[config.mk]
export PLATFORM = sky130hd
export DESIGN_NAME = ec_host_xfer
export DESIGN_NICKNAME = d
export VERILOG_FILES = /design/src/rtl/ec_host_xfer.sv
export SDC_FILE = /design/constraint.sdc
export NUM_CORES = 1
export LEC_CHECK = 0
export ABC_CLOCK_PERIOD_IN_PS = 6280
export BUFFER_PORTS_ARGS = -buffer_cell sky130_fd_sc_hd__buf_2
export CAP_MARGIN = 15
export CORE_ASPECT_RATIO = 0.9
export CORE_UTILIZATION = 40
export DETAILED_ROUTE_END_ITERATION = 8
export PLACE_DENSITY = 0.64
export SYNTH_ARGS = -nofsm -noshare
export SYNTH_HDL_FRONTEND = slang
export SYNTH_SLANG_ARGS = --single-unit
export TNS_END_PERCENT = 30
[constraint.sdc]
create_clock -name clk -period 6.28 [get_ports clk]
set_clock_uncertainty 0.15 [all_clocks]
set_input_delay 0.628 -clock clk [delete_from_list [all_inputs] [get_ports clk]]
set_output_delay 0.628 -clock clk [all_outputs]
set_load 0.01 [all_outputs]
[src/rtl/ec_host_xfer.sv]
module ec_host_xfer #(
  parameter int CYC_PER_US = 100,
  parameter int MAX_POLLS  = 500
) (
  input  logic       clk,
  input  logic       rst_n,
  input  logic       req_valid,
  input  logic       req_write,
  input  logic [7:0] req_addr,
  input  logic [7:0] req_wdata,
  output logic       idle,
  output logic       done,
  output logic       err,
  output logic [7:0] rd_data,
  output logic       io_sel,
  output logic       io_rd,
  output logic       io_wr,
  output logic [7:0] io_wdata,
  input  logic [7:0] io_rdata
);
  // CYC_PER_US must be at least 2
  localparam int PW = (MAX_POLLS > 1) ? $clog2(MAX_POLLS) : 1;
  localparam int DW = (CYC_PER_US > 2) ? $clog2(CYC_PER_US) : 1;
  localparam logic [7:0] CMD_READ  = 8'h80;
  localparam logic [7:0] CMD_WRITE = 8'h81;

  typedef enum logic [2:0] {S_IDLE, S_POLL, S_GAP, S_ACT, S_FIN} state_t;

  state_t        st;
  logic [1:0]    step;
  logic          is_wr;
  logic [7:0]    addr_q, data_q, rd_q;
  logic          err_q;
  logic [PW-1:0] polls;
  logic [DW-1:0] dly;

  logic waiting_obf, stat_ok;
  assign waiting_obf = !is_wr && (step == 2'd2);
  assign stat_ok     = waiting_obf ? io_rdata[0] : !io_rdata[1];

  assign idle    = (st == S_IDLE);
  assign done    = (st == S_FIN);
  assign err     = err_q;
  assign rd_data = rd_q;

  assign io_rd    = (st == S_POLL) || (st == S_ACT && waiting_obf);
  assign io_wr    = (st == S_ACT) && !waiting_obf;
  assign io_sel   = (st == S_POLL) || (st == S_ACT && step == 2'd0);
  assign io_wdata = (step == 2'd0) ? (is_wr ? CMD_WRITE : CMD_READ) :
                    (step == 2'd1) ? addr_q : data_q;

  always_ff @(posedge clk) begin
    if (!rst_n) begin
      st     <= S_IDLE;
      step   <= '0;
      is_wr  <= 1'b0;
      addr_q <= '0;
      data_q <= '0;
      rd_q   <= '0;
      err_q  <= 1'b0;
      polls  <= '0;
      dly    <= '0;
    end else begin
      case (st)
        S_IDLE: if (req_valid) begin
          is_wr  <= req_write;
          addr_q <= req_addr;
          data_q <= req_wdata;
          rd_q   <= '0;
          err_q  <= 1'b0;
          step   <= '0;
          polls  <= '0;
          st     <= S_POLL;
        end
        S_POLL: begin
          if (stat_ok) begin
            st <= S_ACT;
          end else if (polls == PW'(MAX_POLLS - 1)) begin
            err_q <= 1'b1;
            st    <= S_FIN;
          end else begin
            polls <= polls + 1'b1;
            dly   <= DW'(CYC_PER_US - 2);
            st    <= S_GAP;
          end
        end
        S_GAP: begin
          if (dly == '0) st <= S_POLL;
          else           dly <= dly - 1'b1;
        end
        S_ACT: begin
          if (waiting_obf) rd_q <= io_rdata;
          if (step == 2'd2) begin
            st <= S_FIN;
          end else begin
            step  <= step + 1'b1;
            polls <= '0;
            st    <= S_POLL;
          end
        end
        default: st <= S_IDLE;
      endcase
    end
  end

  assert_write_after_ready_R3: assert property (@(posedge clk) disable iff (!rst_n)
    io_wr |-> $past(io_rd && io_sel && !io_rdata[1]));

  assert_read_after_full_R4: assert property (@(posedge clk) disable iff (!rst_n)
    (io_rd && !io_sel) |-> $past(io_rd && io_sel && io_rdata[0]));

  assert_gap_after_busy_R5: assert property (@(posedge clk) disable iff (!rst_n)
    (io_rd && io_sel && !stat_ok) |=> (!io_rd && !io_wr));

  assert_timeout_stops_R8: assert property (@(posedge clk) disable iff (!rst_n)
    (done && err) |-> $past(io_rd && io_sel));

  assert_done_pulse_R9: assert property (@(posedge clk) disable iff (!rst_n)
    done |=> (!done && idle));

  assert_one_strobe_R3: assert property (@(posedge clk) disable iff (!rst_n)
    !(io_rd && io_wr));
endmodule

### After elaboration in Yosys (flattened, before gate mapping)

Cells that the tools add are included.

* logic and storage cells: 79
* flip-flop bits (word level): 47
* input bits: 28
* output and inout port bits: 22

* equality and inequality tests: 15
* reduce and logical (&&, ||, !) cells: 23
* muxes and demuxes: 29
* $add $sub $neg: 3

Operator list (count)
* $mux 9: 4
* $mux 8: 4
* $pmux 9 s3: 1
* $mux 7: 3
* $pmux 8 s2: 1
* $mux 3: 5
* $ne 2x2->1 const B: 7
* $pmux 7 s2: 1
* $pmux 3 s4: 1
* $add 9x1->9 const B: 1
* $eq 9x9->1 const B: 1
* $reduce_and 4->1: 2
* $logic_not 7->1: 1
* $sub 7x1->7 const B: 1
* $eq 3x2->1 const B: 2
* $reduce_and 3->1: 2
* $reduce_bool 2->1: 3
* $mux 1: 5
* $reduce_and 5->1: 1
* $logic_and 1x1->1: 4
* $mux 2: 2
* $pmux 2 s2: 1
* $reduce_and 2->1: 2
* $eq 3x1->1 const B: 1
* other kinds (11): 14

### Longest topological paths before layout

Gate-level depths: netlist of the first run.

* word-level depth: 5
* gate-level depth with buffers: 7
* gate-level depth less buffers: 7

### Worst setup path before layout of the first run

OpenSTA, ideal clock, no wires.

* path type: reg2out
* from: register step[1]
* to: output port io_wdata[0]
* cell stages (with the launch flop): 6
* data required time: 5.502 ns
* setup slack: 4.228 ns
* path buffers: 1
* arrival time: 1.274 ns
* path through: dfxtp_1 inv_1 ha_1 clkbuf_1 mux2i_1 o21ai_0

* cells in the longest elaborated chain, start to end: 3
* elaborated cells on any way between the ends: 4
* classes of those cells: 1 x eq/ne; 2 x mux; 1 x reduce/logical

RTL lines
* from (decl): RTL line 30 `logic [1:0] step;`
* from (signal assigned): RTL line 96 `step <= step + 1'b1;`
* $eq 2x1->1: RTL line 50 `(step == 2'd1) ? addr_q : data_q;`
* $mux 8: RTL line 50
* $mux 8 *: RTL line 49 `assign io_wdata = (step == 2'd0) ? (is_wr ? CMD_WRITE : CMD_READ) :`
* to (decl): RTL line 18 `output logic [7:0] io_wdata,`

Every way passes the cells marked *; elsewhere a longest branch is shown, timed or not.

### Worst setup path after layout of the first run

* from: register step[1]
* to: output port io_wdata[6]

The elaborated chain is that of the path after synthesis.

==> results.yml, run 1 <==
die:
  num_io_pins: 50
  die_h_um: 73.5
  die_area_um2: 5990
  row_count: 25
  dieWidth_um: 81.5
  initial_utilization: 0.425
  core_area_um2: 5350
grt:
  grt_pass1_vias: 1903
  grt_max_degree: 38
  grt_pass1_wl_mm: 8.69
  grt.overflow.total: 0
  grt_use_total: 0.189
  antenna_found_initial: 0
sta:
  slew_viol_final: 0
  hold_violations: 0
  period_minus_slack_ps: 2480
  slew_headroom: 0.505
  setup-violations-final: 0
  fin_setup_tns_ps: 0
  tightest_slew_ps: 742
  max_freq_mhz: 404
  rsz0062_at_grt: "no"
  post-route-period-util: 0.394
cts:
  cts_buffers: 5
  insertion_delay_ps: 300
  post_cts_buffers: 0
  clkTransAtPathRegs_ps: 80
  cts_tree: "yes"
  hold_buffers: 0
  clock-sinks: 47
  htreeDepth: 2
  cts_max_path_buffers: 2
  cts_root_buf: "clkbuf_8"
  postCtsResizedCells: 0
status:
  status: "finished clean"
detailed_routing:
  ant_nets: 0
  routed_wl_mm: 5.40
  drc: 0
  routed_via_density: 5.36
  detail_route.wl_per_cell_um: 13.7
  drt_iter0_drc: 119
  dr.pass1.iters: 4
  routed-via-count: 2112
critical_path:
  worst-setup-path-type: "flop to output port"
  critPathMaxFanout: 8
  critPathLaunchType: "flop"
  worstPathRequired_ps: 5500
  worst-endpoint-arrival_ps: 1700
  crit_path_end_kind: "output port"
placement:
  io_buffers: 49
  post-place-cells: 387
  hpwl_mm: 3.79
  gp_congestion: 0.771
synth:
  ys_async_sr_fraction: 0
  netlist_area_um2: 2270
  syn_nets: 317
  syn_inst: 283
  ys.flop_type: "dfxtp_1"
  synth_warnings: 0
  synth-seq-cells: 47
  ys_seq_area_frac: 0.414
  syn_area_per_cell_um2: 8.04
  synth-edff-count: 0
  synthDistinctLibCells: 46
layout:
  finalNonFillerCells: 394
  layout-area-overhead-vs-synth_pct: 16.8
  fillers: 538
  fin_nets: 361
  insertedDiodeCount: 0
  drive_above_1_share: 0.202
power_and_ir_drop:
  power.density_nw_per_um2: 260
  peakVddDrop_mv: 0.125
  p_leak_nw: 1.06
worst_hold_path:
  worstHoldPathType: "flop to flop"
run:
  maxCapViolations: 0
## kinds of logic (layout without fill, tap and decap cells)
group,after synthesis,count (layout),share of synthesized area
adders and majority gates,6,6,0.0330
buffers and inverters,22,66,0.0379
and+or+nand+nor,129,129,0.267
muxes,11,11,0.0539
AOI/OAI and AO/OA,67,67,0.190
xor gates and xnor gates,1,1,0.00385
DFF,47,47,0.414
## path summary, 6_finish.rpt
check	start	endpoint	slack (ps)	cells after the start
setup / recovery	step[1]	io_wdata[6]	3800	5
hold / removal	rd_data[6]	rd_data[6]	300	2
setup reg to reg	st[1]	polls[8]	3940	5
hold reg to reg	rd_data[6]	rd_data[6]	300	2
## cell type report
class | count | area, um2 | area share
clock inverters | 1 | 30.0 | 0.0113
inverters | 10 | 37.5 | 0.0141
repair buffers | 49 | 245 | 0.0923
multi-input cells | 214 | 1250 | 0.469
flip-flops and latches | 47 | 941 | 0.354
well taps | 67 | 83.8 | 0.0315
clock buffers | 6 | 72.6 | 0.0273
## per-stage QoR
step            util  total power, W  cell area, um2  setup slack (ps)  hold WS, ps
3_5_place_dp   0.478        0.000482            2550              3820          296
5_1_grt        0.497        0.000727            2660              3630          326
3_3_place_gp   0.478        0.000480            2550              3850          291
6_report       0.497        0.000690            2660              3800          304
4_1_cts        0.497        0.000697            2660              3760          307
2_1_floorplan      -        0.000444            2270              4230          286
## flip-flops by register name, indices dropped and copies added, names as in the netlist
register	flops
polls	9
step	2
addr_q	8
dly	7
err	1
st	3
rd_data	8
data_q	8
is_wr	1
## cell usage after synthesis (2+ instances only)
library cell,number,area share
a21oi_1,38,0.084
a31oi_4,2,0.019
and2_1,3,0.0083
and3_1,3,0.0083
buf_2,3,0.0066
clkbuf_1,8,0.013
dfxtp_1,47,0.41
ha_1,6,0.033
inv_1,9,0.015
mux2i_1,10,0.044
nand2_1,55,0.091
nand3_1,17,0.037
nand3b_1,2,0.0066
nand4_1,4,0.011
nor2_1,23,0.038
nor2b_1,5,0.014
nor3_1,7,0.015
o211a_1,2,0.0088
o211ai_1,3,0.0099
o21ai_0,5,0.011
o21ai_1,3,0.0066
o31ai_1,4,0.013
## report_power, final
| part | switching [W] | internal, W |
|---|---|---|
| Combinational | 0.0000849 | 0.0000520 |
| Sequential | 0.0000195 | 0.000319 |
| Clock | 0.0000977 | 0.000117 |
## critical path: stages (launching register included)
cell and delay [ps]:
dfxtp_1 320, inv_1 100, ha_1 490, mux2i_1 300, nor2_1 50, buf_2 150
## per-layer routing
metal  track usage  part of all wire
met1         0.271              0.50
met2         0.281              0.45
met3        0.0398             0.046
met4        0.0595             0.010
met5             0                 0
## placed cells by master, fill, tap and decap left out, types with 4 or more instances in the layout
cell      count
buf_2        49
inv_1         9
dfxtp_1      47
mux2i_1      10
nand3_1      17
nor2_1       23
nand2_1      55
nor2b_1       5
ha_1          6
nand4_1       4
o21ai_0       5
a21oi_1      38
o31ai_1       4
nor3_1        7
clkbuf_8      5
No activity file was read; power rests on OpenSTA's default activity.
==> inputs of run 2 (changes only) <==
--- a/config.mk
+++ b/config.mk
@@ -5,13 +5,13 @@
 export SDC_FILE = /design/constraint.sdc
 export NUM_CORES = 1
 export LEC_CHECK = 0
-export ABC_CLOCK_PERIOD_IN_PS = 6280
+export ABC_CLOCK_PERIOD_IN_PS = 2200
 export BUFFER_PORTS_ARGS = -buffer_cell sky130_fd_sc_hd__buf_2
 export CAP_MARGIN = 15
 export CORE_ASPECT_RATIO = 0.9
 export CORE_UTILIZATION = 40
 export DETAILED_ROUTE_END_ITERATION = 8
-export PLACE_DENSITY = 0.64
+export PLACE_DENSITY = 0.66
 export SYNTH_ARGS = -nofsm -noshare
 export SYNTH_HDL_FRONTEND = slang
 export SYNTH_SLANG_ARGS = --single-unit
==> constraint.sdc (replaced) <==
create_clock -name clk -period 2.2 [get_ports clk]
set_clock_uncertainty 0.15 [all_clocks]
set_input_delay 0.22 -clock clk [delete_from_list [all_inputs] [get_ports clk]]
set_output_delay 0.22 -clock clk [all_outputs]
set_load 0.01 [all_outputs]
==> results.yml, run 2 (same netlist as run 1, synthesis figures left out) <==
layout:
  top_register: "polls"
  fillers: 497
  drive_above_1_share: 0.226
  largest_register_ffs: 9
  insertedDiodeCount: 0
  final_design_area_no_fill_um2: 2840
  final_common_cell: "nand2_1"
  layout-area-overhead-vs-synth_pct: 24.8
  fin_nets: 378
  final_util: 0.531
  seq_area_um2: 941
  final_cell_mix: "nand2_1, buf_2, dfxtp_1"
  multi_input_comb_area_um2: 1250
cts:
  htreeDepth: 2
  cts_tree: "yes"
  cts_root_buf: "clkbuf_8"
  clock-sinks: 47
  clkTransAtPathRegs_ps: 90
  cts_max_path_buffers: 2
  cts_buffers: 5
  insertion_delay_ps: 290
placement:
  gp_congestion: 0.795
  hpwl_mm: 3.83
  dp_slack_ps: 214
  placed_area_um2: 2630
  io_buffers: 49
power_and_ir_drop:
  peakVddDrop_mv: 0.460
  power.density_nw_per_um2: 755
  clkPwrFrac: 0.346
  p_int_w: 0.00155
  p_leak_nw: 1.16
  p_sw_w: 0.000593
  p_comb_frac: 0.205
  seqPwrFrac: 0.449
  p_sw_frac: 0.277
sta:
  setup_ws_ps: 184
  setup-violations-final: 0
  hold_violations: 0
  max_freq_mhz: 496
  fin_setup_tns_ps: 0
  post-route-period-util: 0.916
  rsz0062_at_grt: "no"
  period_minus_slack_ps: 2020
  tightest_slew_ps: 666
  slew_headroom: 0.556
  slew_viol_final: 0
critical_path:
  critical_path.top_delay_family: "adder cells"
  path_buf_inv: 2
  crit_path_end_kind: "output port"
  critPathLaunchType: "flop"
  critical_path.startpoint: "step[1]"
  crit_chain: "inv_1, ha_1, mux2i_1, o21ai_0, buf_2"
  worstPathRequired_ps: 1830
  worst-endpoint-arrival_ps: 1650
  reg2reg_from: "step[0]"
  cpPeakStageDelay_ps: 480
  r2r-end: "polls[6]"
  worst_r2r_path_depth: 8
  worst-setup-path-type: "flop to output port"
  critPathMaxFanout: 8
  crit_end: "io_wdata[0]"
  reg2reg_slack_ps: 190
  path_depth: 5
  critPathSlowestCell: "ha_1"
grt:
  antenna_found_initial: 0
  grt_pass1_wl_mm: 8.78
  grt_max_degree: 28
  grt_use_total: 0.187
  grt_pass1_vias: 1930
  grt.overflow.total: 0
detailed_routing:
  routed_via_density: 5.21
  dr.pass1.iters: 4
  routed_wl_mm: 5.34
  drt_iter0_drc: 105
  ant_nets: 0
  routed-via-count: 2146
  drc: 0
  detail_route.wl_per_cell_um: 13.0
die:
  die_area_um2: 5990
  row_count: 25
  die_h_um: 73.5
  num_io_pins: 50
  dieWidth_um: 81.5
  initial_utilization: 0.425
  core_area_um2: 5350
status:
  status: "finished clean"
run:
  maxCapViolations: 0
worst_hold_path:
  worstHoldPathType: "input port to flop"
run 2: cell count changes in the layout (fill, tap and decap cells not counted), sizes merged:
cell,delta
dlygate4sd3,+7
bufinv,+1
buf,+10
run 2: worst min-delay path by stage:
stage | from | to | cells after the start
4_1_cts | req_addr[5] | addr_q[5] | 3
6_report | req_wdata[7] | data_q[7] | 3
5_1_grt | req_addr[6] | addr_q[6] | 3
3_5_place_dp | rd_data[3] | rd_data[3] | 2
3_3_place_gp | rd_data[0] | rd_data[0] | 2
2_1_floorplan | rst_n | dly[5] | 1
run 2: final cells by class:
type	count	share of cell area
multi-input cells	214	0.441
flip-flops and latches	47	0.332
repair buffers	66	0.138
well taps	67	0.0295
clock buffers	6	0.0256
clock inverters	2	0.0212
inverters	10	0.0132
run 2: power groups by stage:
stage	combinational [W]	clock (W)	sequential, W
6_report	0.000438	0.000742	0.000962
5_1_grt	0.000495	0.000792	0.000971
4_1_cts	0.000438	0.000760	0.000962
3_5_place_dp	0.000428	0	0.000982
3_3_place_gp	0.000426	0	0.000978
2_1_floorplan	0.000301	0	0.000966
run 2: metrics by stage:
stage | hold WS, ps | power (W) | std cells
final | 5.60 | 0.00214 | 412
after global routing | 0.396 | 0.00226 | 412
after CTS | 0.683 | 0.00216 | 411
after detailed placement | 292 | 0.00141 | 397
after global placement | 287 | 0.00140 | 397
after floorplan | 203 | 0.00127 | 283
run 2: metal layers:
layer	track usage	part of all wire
met4	0.0417	0.0047
met1	0.273	0.52
met2	0.281	0.43
met3	0.0385	0.045
met5	0	0
run 2: tightest hold or removal path: cells and delay by family:
| kind | cells | cell delay [ps] |
|---|---|---|
| and+or+nand+nor | 1 | 40 |
| AOI/OAI and AO/OA | 1 | 50 |
| buffers and inverters | 1 | 100 |
run 2: repair_timing:
item,CTS,global route
setup buffers,0,0
gates resized for setup,0,1
endpoints found under the hold margin,6,1
setup endpoints to repair,0,1
hold buffers,6,1
